### src/rtl/sad_array_pkg.sv
`timescale 1ns/1ps
package sad_array_pkg;
  typedef logic [7:0] pix_t;

  function automatic logic [7:0] abs_diff(input pix_t a, input pix_t b);
    return (a > b) ? (a - b) : (b - a);
  endfunction
endpackage

### src/rtl/sad_row_pe.sv
`timescale 1ns/1ps
// One PE row: keeps one current-block row, forms N absolute differences
// against the broadcast reference row and reduces them in a binary tree.
module sad_row_pe #(
  parameter int N = 4
) (
  input  logic                      clk,
  input  logic                      rst_n,
  input  logic                      load_en,
  input  logic [N*8-1:0]            load_pix,
  input  logic [N*8-1:0]            ref_pix,
  output logic [8+$clog2(N)-1:0]    row_sad
);
  import sad_array_pkg::*;
  localparam int ROW_W = 8 + $clog2(N);
  localparam int NODES = 2 * N - 1;

  logic [N*8-1:0] cur_q;
  logic [N*8-1:0] cur_d;

  always_comb begin
    cur_d = cur_q;
    if (load_en) cur_d = load_pix;
  end

  always_ff @(posedge clk or negedge rst_n) begin
    if (!rst_n) cur_q <= '0;
    else        cur_q <= cur_d;
  end

  // heap-ordered tree: leaves at N-1 .. 2N-2, root at 0
  logic [ROW_W-1:0] node [NODES];

  genvar j, k;
  generate
    for (j = 0; j < N; j++) begin : g_leaf
      assign node[N-1+j] = ROW_W'(abs_diff(cur_q[8*j +: 8], ref_pix[8*j +: 8]));
    end
    for (k = 0; k < N - 1; k++) begin : g_add
      assign node[k] = node[2*k+1] + node[2*k+2];
    end
  endgenerate

  assign row_sad = node[0];
endmodule

### src/rtl/ref_port_track.sv
`timescale 1ns/1ps
// Per-port row and column bookkeeping. A candidate starts on every row whose
// index still leaves N rows in the column.
module ref_port_track #(
  parameter int ROWS   = 8,
  parameter int CANDS  = 5,
  parameter int COL_W  = 6,
  parameter int PARITY = 0
) (
  input  logic                       clk,
  input  logic                       rst_n,
  input  logic                       in_valid,
  output logic                       start,
  output logic [$clog2(ROWS)-1:0]    vofs,
  output logic [COL_W-1:0]           col
);
  localparam int VW = $clog2(ROWS);

  logic [VW-1:0]    row_q, row_d;
  logic [COL_W-1:0] col_q, col_d;

  always_comb begin
    row_d = row_q;
    col_d = col_q;
    if (in_valid) begin
      if (row_q == VW'(ROWS - 1)) begin
        row_d = '0;
        col_d = col_q + COL_W'(2);
      end else begin
        row_d = row_q + VW'(1);
      end
    end
  end

  always_ff @(posedge clk or negedge rst_n) begin
    if (!rst_n) begin
      row_q <= '0;
      col_q <= COL_W'(PARITY);
    end else begin
      row_q <= row_d;
      col_q <= col_d;
    end
  end

  assign start = in_valid && (row_q < VW'(CANDS));
  assign vofs  = row_q;
  assign col   = col_q;
endmodule

### src/rtl/sad_stage.sv
`timescale 1ns/1ps
// Propagation register of one PE row: adds that row's distortion to the
// partial SAD arriving from above and carries the candidate tag along.
module sad_stage #(
  parameter int SAD_W = 12,
  parameter int ROW_W = 10,
  parameter int COL_W = 6,
  parameter int VW    = 3
) (
  input  logic             clk,
  input  logic             rst_n,
  input  logic             in_vld,
  input  logic [COL_W-1:0] in_col,
  input  logic [VW-1:0]    in_vofs,
  input  logic [SAD_W-1:0] in_psum,
  input  logic [ROW_W-1:0] row_sad,
  output logic             out_vld,
  output logic [COL_W-1:0] out_col,
  output logic [VW-1:0]    out_vofs,
  output logic [SAD_W-1:0] out_psum
);
  logic             vld_d;
  logic [COL_W-1:0] col_d;
  logic [VW-1:0]    vofs_d;
  logic [SAD_W-1:0] sum_d;

  always_comb begin
    vld_d  = in_vld;
    col_d  = out_col;
    vofs_d = out_vofs;
    sum_d  = out_psum;
    if (in_vld) begin
      col_d  = in_col;
      vofs_d = in_vofs;
      sum_d  = in_psum + SAD_W'(row_sad);
    end
  end

  always_ff @(posedge clk or negedge rst_n) begin
    if (!rst_n) begin
      out_vld  <= 1'b0;
      out_col  <= '0;
      out_vofs <= '0;
      out_psum <= '0;
    end else begin
      out_vld  <= vld_d;
      out_col  <= col_d;
      out_vofs <= vofs_d;
      out_psum <= sum_d;
    end
  end
endmodule

### src/rtl/sad_column_array.sv
`timescale 1ns/1ps
module sad_column_array #(
  parameter int N     = 4,
  parameter int ROWS  = 8,
  parameter int COL_W = 6
) (
  input  logic                       clk,
  input  logic                       rst_n,
  input  logic                       cur_we,
  input  logic [$clog2(N)-1:0]       cur_row,
  input  logic [N*8-1:0]             cur_pix,
  input  logic                       ref_a_valid,
  input  logic [N*8-1:0]             ref_a_pix,
  input  logic                       ref_b_valid,
  input  logic [N*8-1:0]             ref_b_pix,
  output logic                       out_valid,
  output logic [8+2*$clog2(N)-1:0]   out_sad,
  output logic [COL_W-1:0]           out_col,
  output logic [$clog2(ROWS)-1:0]    out_vofs
);
  localparam int LG    = $clog2(N);
  localparam int ROW_W = 8 + LG;
  localparam int SAD_W = 8 + 2 * LG;
  localparam int VW    = $clog2(ROWS);
  localparam int CANDS = ROWS - N + 1;

  // port trackers: index 0 = port A (even columns), 1 = port B (odd)
  logic [1:0]       trk_valid;
  logic [1:0]       trk_start;
  logic [VW-1:0]    trk_vofs [2];
  logic [COL_W-1:0] trk_col  [2];

  assign trk_valid = {ref_b_valid, ref_a_valid};

  genvar p;
  generate
    for (p = 0; p < 2; p++) begin : g_port
      ref_port_track #(
        .ROWS(ROWS), .CANDS(CANDS), .COL_W(COL_W), .PARITY(p)
      ) u_trk (
        .clk(clk), .rst_n(rst_n), .in_valid(trk_valid[p]),
        .start(trk_start[p]), .vofs(trk_vofs[p]), .col(trk_col[p])
      );
    end
  endgenerate

  logic start_a, start_b;
  assign start_a = trk_start[0];
  assign start_b = trk_start[1] && !trk_start[0];

  // stage inputs and registered stage outputs
  logic             st_in_vld  [N];
  logic [COL_W-1:0] st_in_col  [N];
  logic [VW-1:0]    st_in_vofs [N];
  logic [SAD_W-1:0] st_in_psum [N];
  logic             st_vld     [N];
  logic [COL_W-1:0] st_col     [N];
  logic [VW-1:0]    st_vofs    [N];
  logic [SAD_W-1:0] st_psum    [N];
  logic [N*8-1:0]   pe_ref     [N];
  logic [ROW_W-1:0] pe_sad     [N];
  logic [N-1:0]     pe_load;

  genvar i;
  generate
    for (i = 0; i < N; i++) begin : g_row
      if (i == 0) begin : g_head
        assign st_in_vld[i]  = start_a || start_b;
        assign st_in_col[i]  = start_b ? trk_col[1]  : trk_col[0];
        assign st_in_vofs[i] = start_b ? trk_vofs[1] : trk_vofs[0];
        assign st_in_psum[i] = '0;
      end else begin : g_chain
        assign st_in_vld[i]  = st_vld[i-1];
        assign st_in_col[i]  = st_col[i-1];
        assign st_in_vofs[i] = st_vofs[i-1];
        assign st_in_psum[i] = st_psum[i-1];
      end

      // column parity picks the port the candidate in this stage reads
      assign pe_ref[i]  = st_in_col[i][0] ? ref_b_pix : ref_a_pix;
      assign pe_load[i] = cur_we && (cur_row == LG'(i));

      sad_row_pe #(.N(N)) u_pe (
        .clk(clk), .rst_n(rst_n), .load_en(pe_load[i]),
        .load_pix(cur_pix), .ref_pix(pe_ref[i]), .row_sad(pe_sad[i])
      );

      sad_stage #(
        .SAD_W(SAD_W), .ROW_W(ROW_W), .COL_W(COL_W), .VW(VW)
      ) u_st (
        .clk(clk), .rst_n(rst_n),
        .in_vld(st_in_vld[i]), .in_col(st_in_col[i]),
        .in_vofs(st_in_vofs[i]), .in_psum(st_in_psum[i]),
        .row_sad(pe_sad[i]),
        .out_vld(st_vld[i]), .out_col(st_col[i]),
        .out_vofs(st_vofs[i]), .out_psum(st_psum[i])
      );
    end
  endgenerate

  assign out_valid = st_vld[N-1];
  assign out_sad   = st_psum[N-1];
  assign out_col   = st_col[N-1];
  assign out_vofs  = st_vofs[N-1];
endmodule

### config.mk
export PLATFORM = sky130hd
export DESIGN_NAME = sad_column_array
export DESIGN_NICKNAME = d
export VERILOG_FILES = /design/src/rtl/sad_array_pkg.sv /design/src/rtl/sad_row_pe.sv /design/src/rtl/ref_port_track.sv /design/src/rtl/sad_stage.sv /design/src/rtl/sad_column_array.sv
export SDC_FILE = /design/constraint.sdc
export NUM_CORES = 1
export LEC_CHECK = 0
export BUFFER_PORTS_ARGS = -buffer_cell sky130_fd_sc_hd__buf_2
export CORE_MARGIN = 2
export CORE_UTILIZATION = 45
export CTS_BUF_LIST = sky130_fd_sc_hd__clkbuf_16
export DETAILED_ROUTE_END_ITERATION = 10
export PLACE_DENSITY = 0.72
export SLEW_MARGIN = 25
export SYNTH_ARGS = -nofsm -noshare
export SYNTH_HDL_FRONTEND = slang
export SYNTH_SLANG_ARGS = --single-unit
### constraint.sdc
create_clock -name clk -period 12.16 [get_ports clk]
set_input_delay 0 -clock clk [delete_from_list [all_inputs] [get_ports clk]]
set_output_delay 0 -clock clk [all_outputs]
set_load 0.02 [all_outputs]
==> flow_results.org <==
** Critical path
- For the worst setup path, the data required time is 12630 ps.
- Worst-case register-to-register setup slack :: about 4800 ps
- STA classifies the critical path startpoint as a flip-flop.
- Data arrives at the worst endpoint at approximately 7800 ps.
- Launch instance of the worst register-to-register path :: g_port[1].u_trk.vofs[1]$_DFFE_PN0P_
- Crit. End Element :: flip-flop
- Worst setup path end :: g_row[0].u_st.out_psum[8]$_DFFE_PN0P_
- The setup path with the least slack is of type flip-flop to flip-flop.
- Along the worst path, the maximum fanout reaches 17.
- Tracing the worst setup path back leads to its startpoint at g_port[1].u_trk.vofs[1]$_DFFE_PN0P_.
- The endpoint identified for the worst register-to-register timing path is g_row[0].u_st.out_psum[8]$_DFFE_PN0P_.
- Logic depth of the worst register-to-register path :: 25

** Yosys
- In the synthesized netlist the dominant register cell turns out to be dfrtp_1.
- Library cell occupying the most area in the post-synthesis netlist :: dfrtp_1
- Yosys attributes the largest share of cell area to dfrtp_1, ha_1, mux2i_1.
- Count of yosys warnings during synthesis :: 0
- Top cell type's share of synthesized area :: 0.234
- For this run, the register share of the synthesized area comes to 0.234.
- After synthesis the cells add up to about 0.024 mm².
- The synthesized design contains 0 enable-type register cells.
- Syn nets :: 3130
- Cells after Synth :: around 2600
- For this run, asynchronously set or reset flops after synthesis account for 1.00.
- Yosys reg bits :: 229
- Cell variety after synth :: 68
- A synthesized cell averages around 9.4 µm².

** STA
- Period Utilization, post-route :: 0.604
- Total Neg Setup Slack :: 0 ps
- The final count of hold timing violations is 0.
- Derived from the worst setup path, the maximum achievable clock frequency is 136 MHz.
- For the finished layout, the period the worst path requires is ~7300 ps.
- After layout, the worst setup slack is 4810 ps.
- Number of pins with negative max-slew slack in the final report :: 0
- Across the routed clock network, the largest skew measured is about 34 ps.
- Measured against its own limit, the worst slew margin works out to 0.380.
- At the pin with the least slew margin, the transition time is 929 ps.
- Setup repair after global routing missed its margin :: no
- Setup violations, final :: 0

** Die
- Floorplan core area :: 0.0538 mm²
- Vertical extent of the die :: 237 µm
- Number of top-level pins :: between 100 and 150
- The die covers 0.0563 mm².
- X dimension of the die :: around 240 µm
- After floorplanning, the core was divided into 85 placement rows.
- Initial cell density of the core :: 0.455

** Routing
- For this run, the detailed router's first-pass iteration total came to 5.
- Number of vias after detailed routing :: 19383
- Detail-routed net length per standard cell :: 19.9 µm
- For this run, design rule violations remaining after detail routing come to 0.
- The routed design has 68.3 mm of wire.
- In this run, the number of DRC markers left after iteration 0 of detailed routing was 1152.
- Post-detailed-route count of antenna-violating nets :: 0
- Via/cell ratio :: 5.64

** Global routing
- Met2 global-route usage :: 0.408
- Pin count of the biggest net entering global routing :: 75
- Aggregate global-route resource usage :: 0.241
- Remaining global-route overflow :: 0
- For this run, global-route usage on met1 was measured as 0.312.
- Antenna violations before repair :: 10
- The first global-routing pass estimated around 110 mm of wire.
- The via count of the first global-routing pass is 19574.
- For met3 alone, demand over resource in global routing was 0.0397.
- After global routing, the most crowded layer is met2.

** Clock tree
- CTS tree :: done
- CTS H-tree depth :: 1
- # resized after CTS :: 0
- CTS saw 229 sinks.
- TritonCTS created 31 clock buffers.
- Cell at the root of the clock tree :: clkbuf_16
- Register clock-pin slew on the reported worst setup and hold paths :: roughly 60 ps
- After clock tree synthesis, the flow added hold-fix buffers numbering 38.
- At the later pin of the worst-skew pair, clock insertion delay measures 610 ps.
- Buffer depth of the longest clock path :: 3
- Buffers inserted by post-CTS timing repair :: 0

** Layout
- Leaving out fill and tap cells, the most frequent cell in the layout is ha_1.
- In the final layout, the share of cells above drive strength 1 is 0.109.
- From synthesis to final layout, the design area changed by 11.1%.
- For this run, the share of the core covered by cells in the final layout is 0.505.
- After the flow finishes, the layout carries non-filler instances totaling between 3000 and 4000.
- Most used cells in the layout excluding fill and tap cells :: ha_1, inv_1, dfrtp_1
- Final nets :: ~3200

** Hold path
- Number of stages on the worst hold path :: 4
- Worst Hold Class :: input pin to flip-flop

** Flow run
- Number of max-cap violations :: 0

** Place
- HPWL after DPL :: between 50 and 60 mm
- Placed cell count :: 3336
- Worst slack at placement :: 4940 ps
- Number of buffer cells added on primary ports :: 124
- RD Place Congestion :: 0.980

** Status
- The flow ran to the end, and the final reports show no timing, DRC or antenna violations.
[worst min path at each step]
stage                from                             endpoint  slack, ps
4_1_cts        cur_row[1]   g_row[0].u_pe.cur_q[9]$_DFFE_PN0P_        120
6_report       cur_row[1]  g_row[0].u_pe.cur_q[30]$_DFFE_PN0P_        150
2_1_floorplan       rst_n   g_port[0].u_trk.col[1]$_DFFE_PN0P_       -300
5_1_grt        cur_row[1]   g_row[0].u_pe.cur_q[2]$_DFFE_PN0P_        210
3_3_place_gp        rst_n   g_row[0].u_pe.cur_q[5]$_DFFE_PN0P_         40
3_5_place_dp        rst_n   g_row[0].u_pe.cur_q[5]$_DFFE_PN0P_         50
[logic make-up (layout without fill, tap and decap cells)]
| kind of cell | count (synthesis) | after routing | synth area share |
|---|---|---|---|
| adders and majority gates | 422 | 422 | 0.239 |
| xor gates and xnor gates | 150 | 150 | 0.0537 |
| buffers and inverters | 433 | 563 | 0.0676 |
| AOI/OAI and AO/OA | 615 | 615 | 0.165 |
| and+or+nand+nor | 369 | 369 | 0.0735 |
| muxes | 387 | 387 | 0.168 |
| DFF | 229 | 229 | 0.234 |
| other | 0 | 8 | 0 |
[worst max-delay path, stage by stage, from the launching register on]
cell       delay, ps
dfrtp_1          420
o21ai_1          180
nand2_1           70
buf_4            210
a21oi_4          710
mux2_2           440
ha_1             210
fa_1             420
nor2b_1          170
o2111ai_1        180
a31oi_2          490
mux2i_1          290
xor2_1           300
ha_1             350
a21o_1           210
a21oi_1          290
nor2_1            90
o31ai_1          290
nand2_1          140
fa_1             560
inv_1             50
ha_1             330
a21o_1           180
a221oi_1         340
xor2_1           190
o21ai_1           70
[Yosys cell counts (7+ instances only)]
cell type    n
ha_1       347
inv_1      312
dfrtp_1    229
mux2i_1    207
a21oi_1    170
nand2_1    120
mux2_1     108
a21o_1     105
nor2_1      95
xnor2_1     80
clkbuf_1    77
fa_1        75
mux2_2      72
xor2_1      70
o21ai_1     49
o21ai_0     46
a211oi_1    45
a31oi_1     39
o21a_1      34
nand4_1     32
nand3b_1    26
nand3_1     19
o22ai_1     19
inv_2       17
nor2b_1     17
and3_1      15
a221oi_1    14
buf_2       12
buf_1       11
a21boi_1    10
a21oi_2      9
nor3_1       8
o21bai_1     8
or3_1        8
and2_1       7
o211ai_1     7
o2bb2ai_1    7
o31ai_1      7
[registers in the layout, summed over array words and instances (netlist names)]
| name | cells |
|---|---|
| g_row.u_st.out_col | 24 |
| g_row.u_pe.cur_q | 128 |
| g_port.u_trk.vofs | 6 |
| g_row.u_st.out_psum | 45 |
| g_port.u_trk.col | 10 |
| g_row.u_st.out_vld | 4 |
| g_row.u_st.out_vofs | 12 |
[final cells by class]
class,instances,area [µm²]
inverter,331,1240
timing repair buffer,175,1120
clock buffer,31,776
fill,4931,26600
antenna,8,20.0
tap,696,871
multi-input combinational,1943,17100
clock inverter,26,313
sequential,229,5730
[stage by stage]
stage | hold slack (ps) | area [µm²]
2_1_floorplan | -296 | 24500
3_3_place_gp | 42.7 | 25700
3_5_place_dp | 50.6 | 25700
4_1_cts | 123 | 27200
5_1_grt | 207 | 27200
6_report | 146 | 27200
[layer usage]
| metal | vias up | wire, µm |
|---|---|---|
| met4 | 4 | 2650 |
| met3 | 138 | 3900 |
| li1 | 9351 | - |
| met2 | 559 | 31800 |
| met5 | - | 29 |
| met1 | 9331 | 30000 |
Power is left out: the tool's default activity adds up to more than one toggle a clock period on the data nets, which glitch-free logic cannot reach.
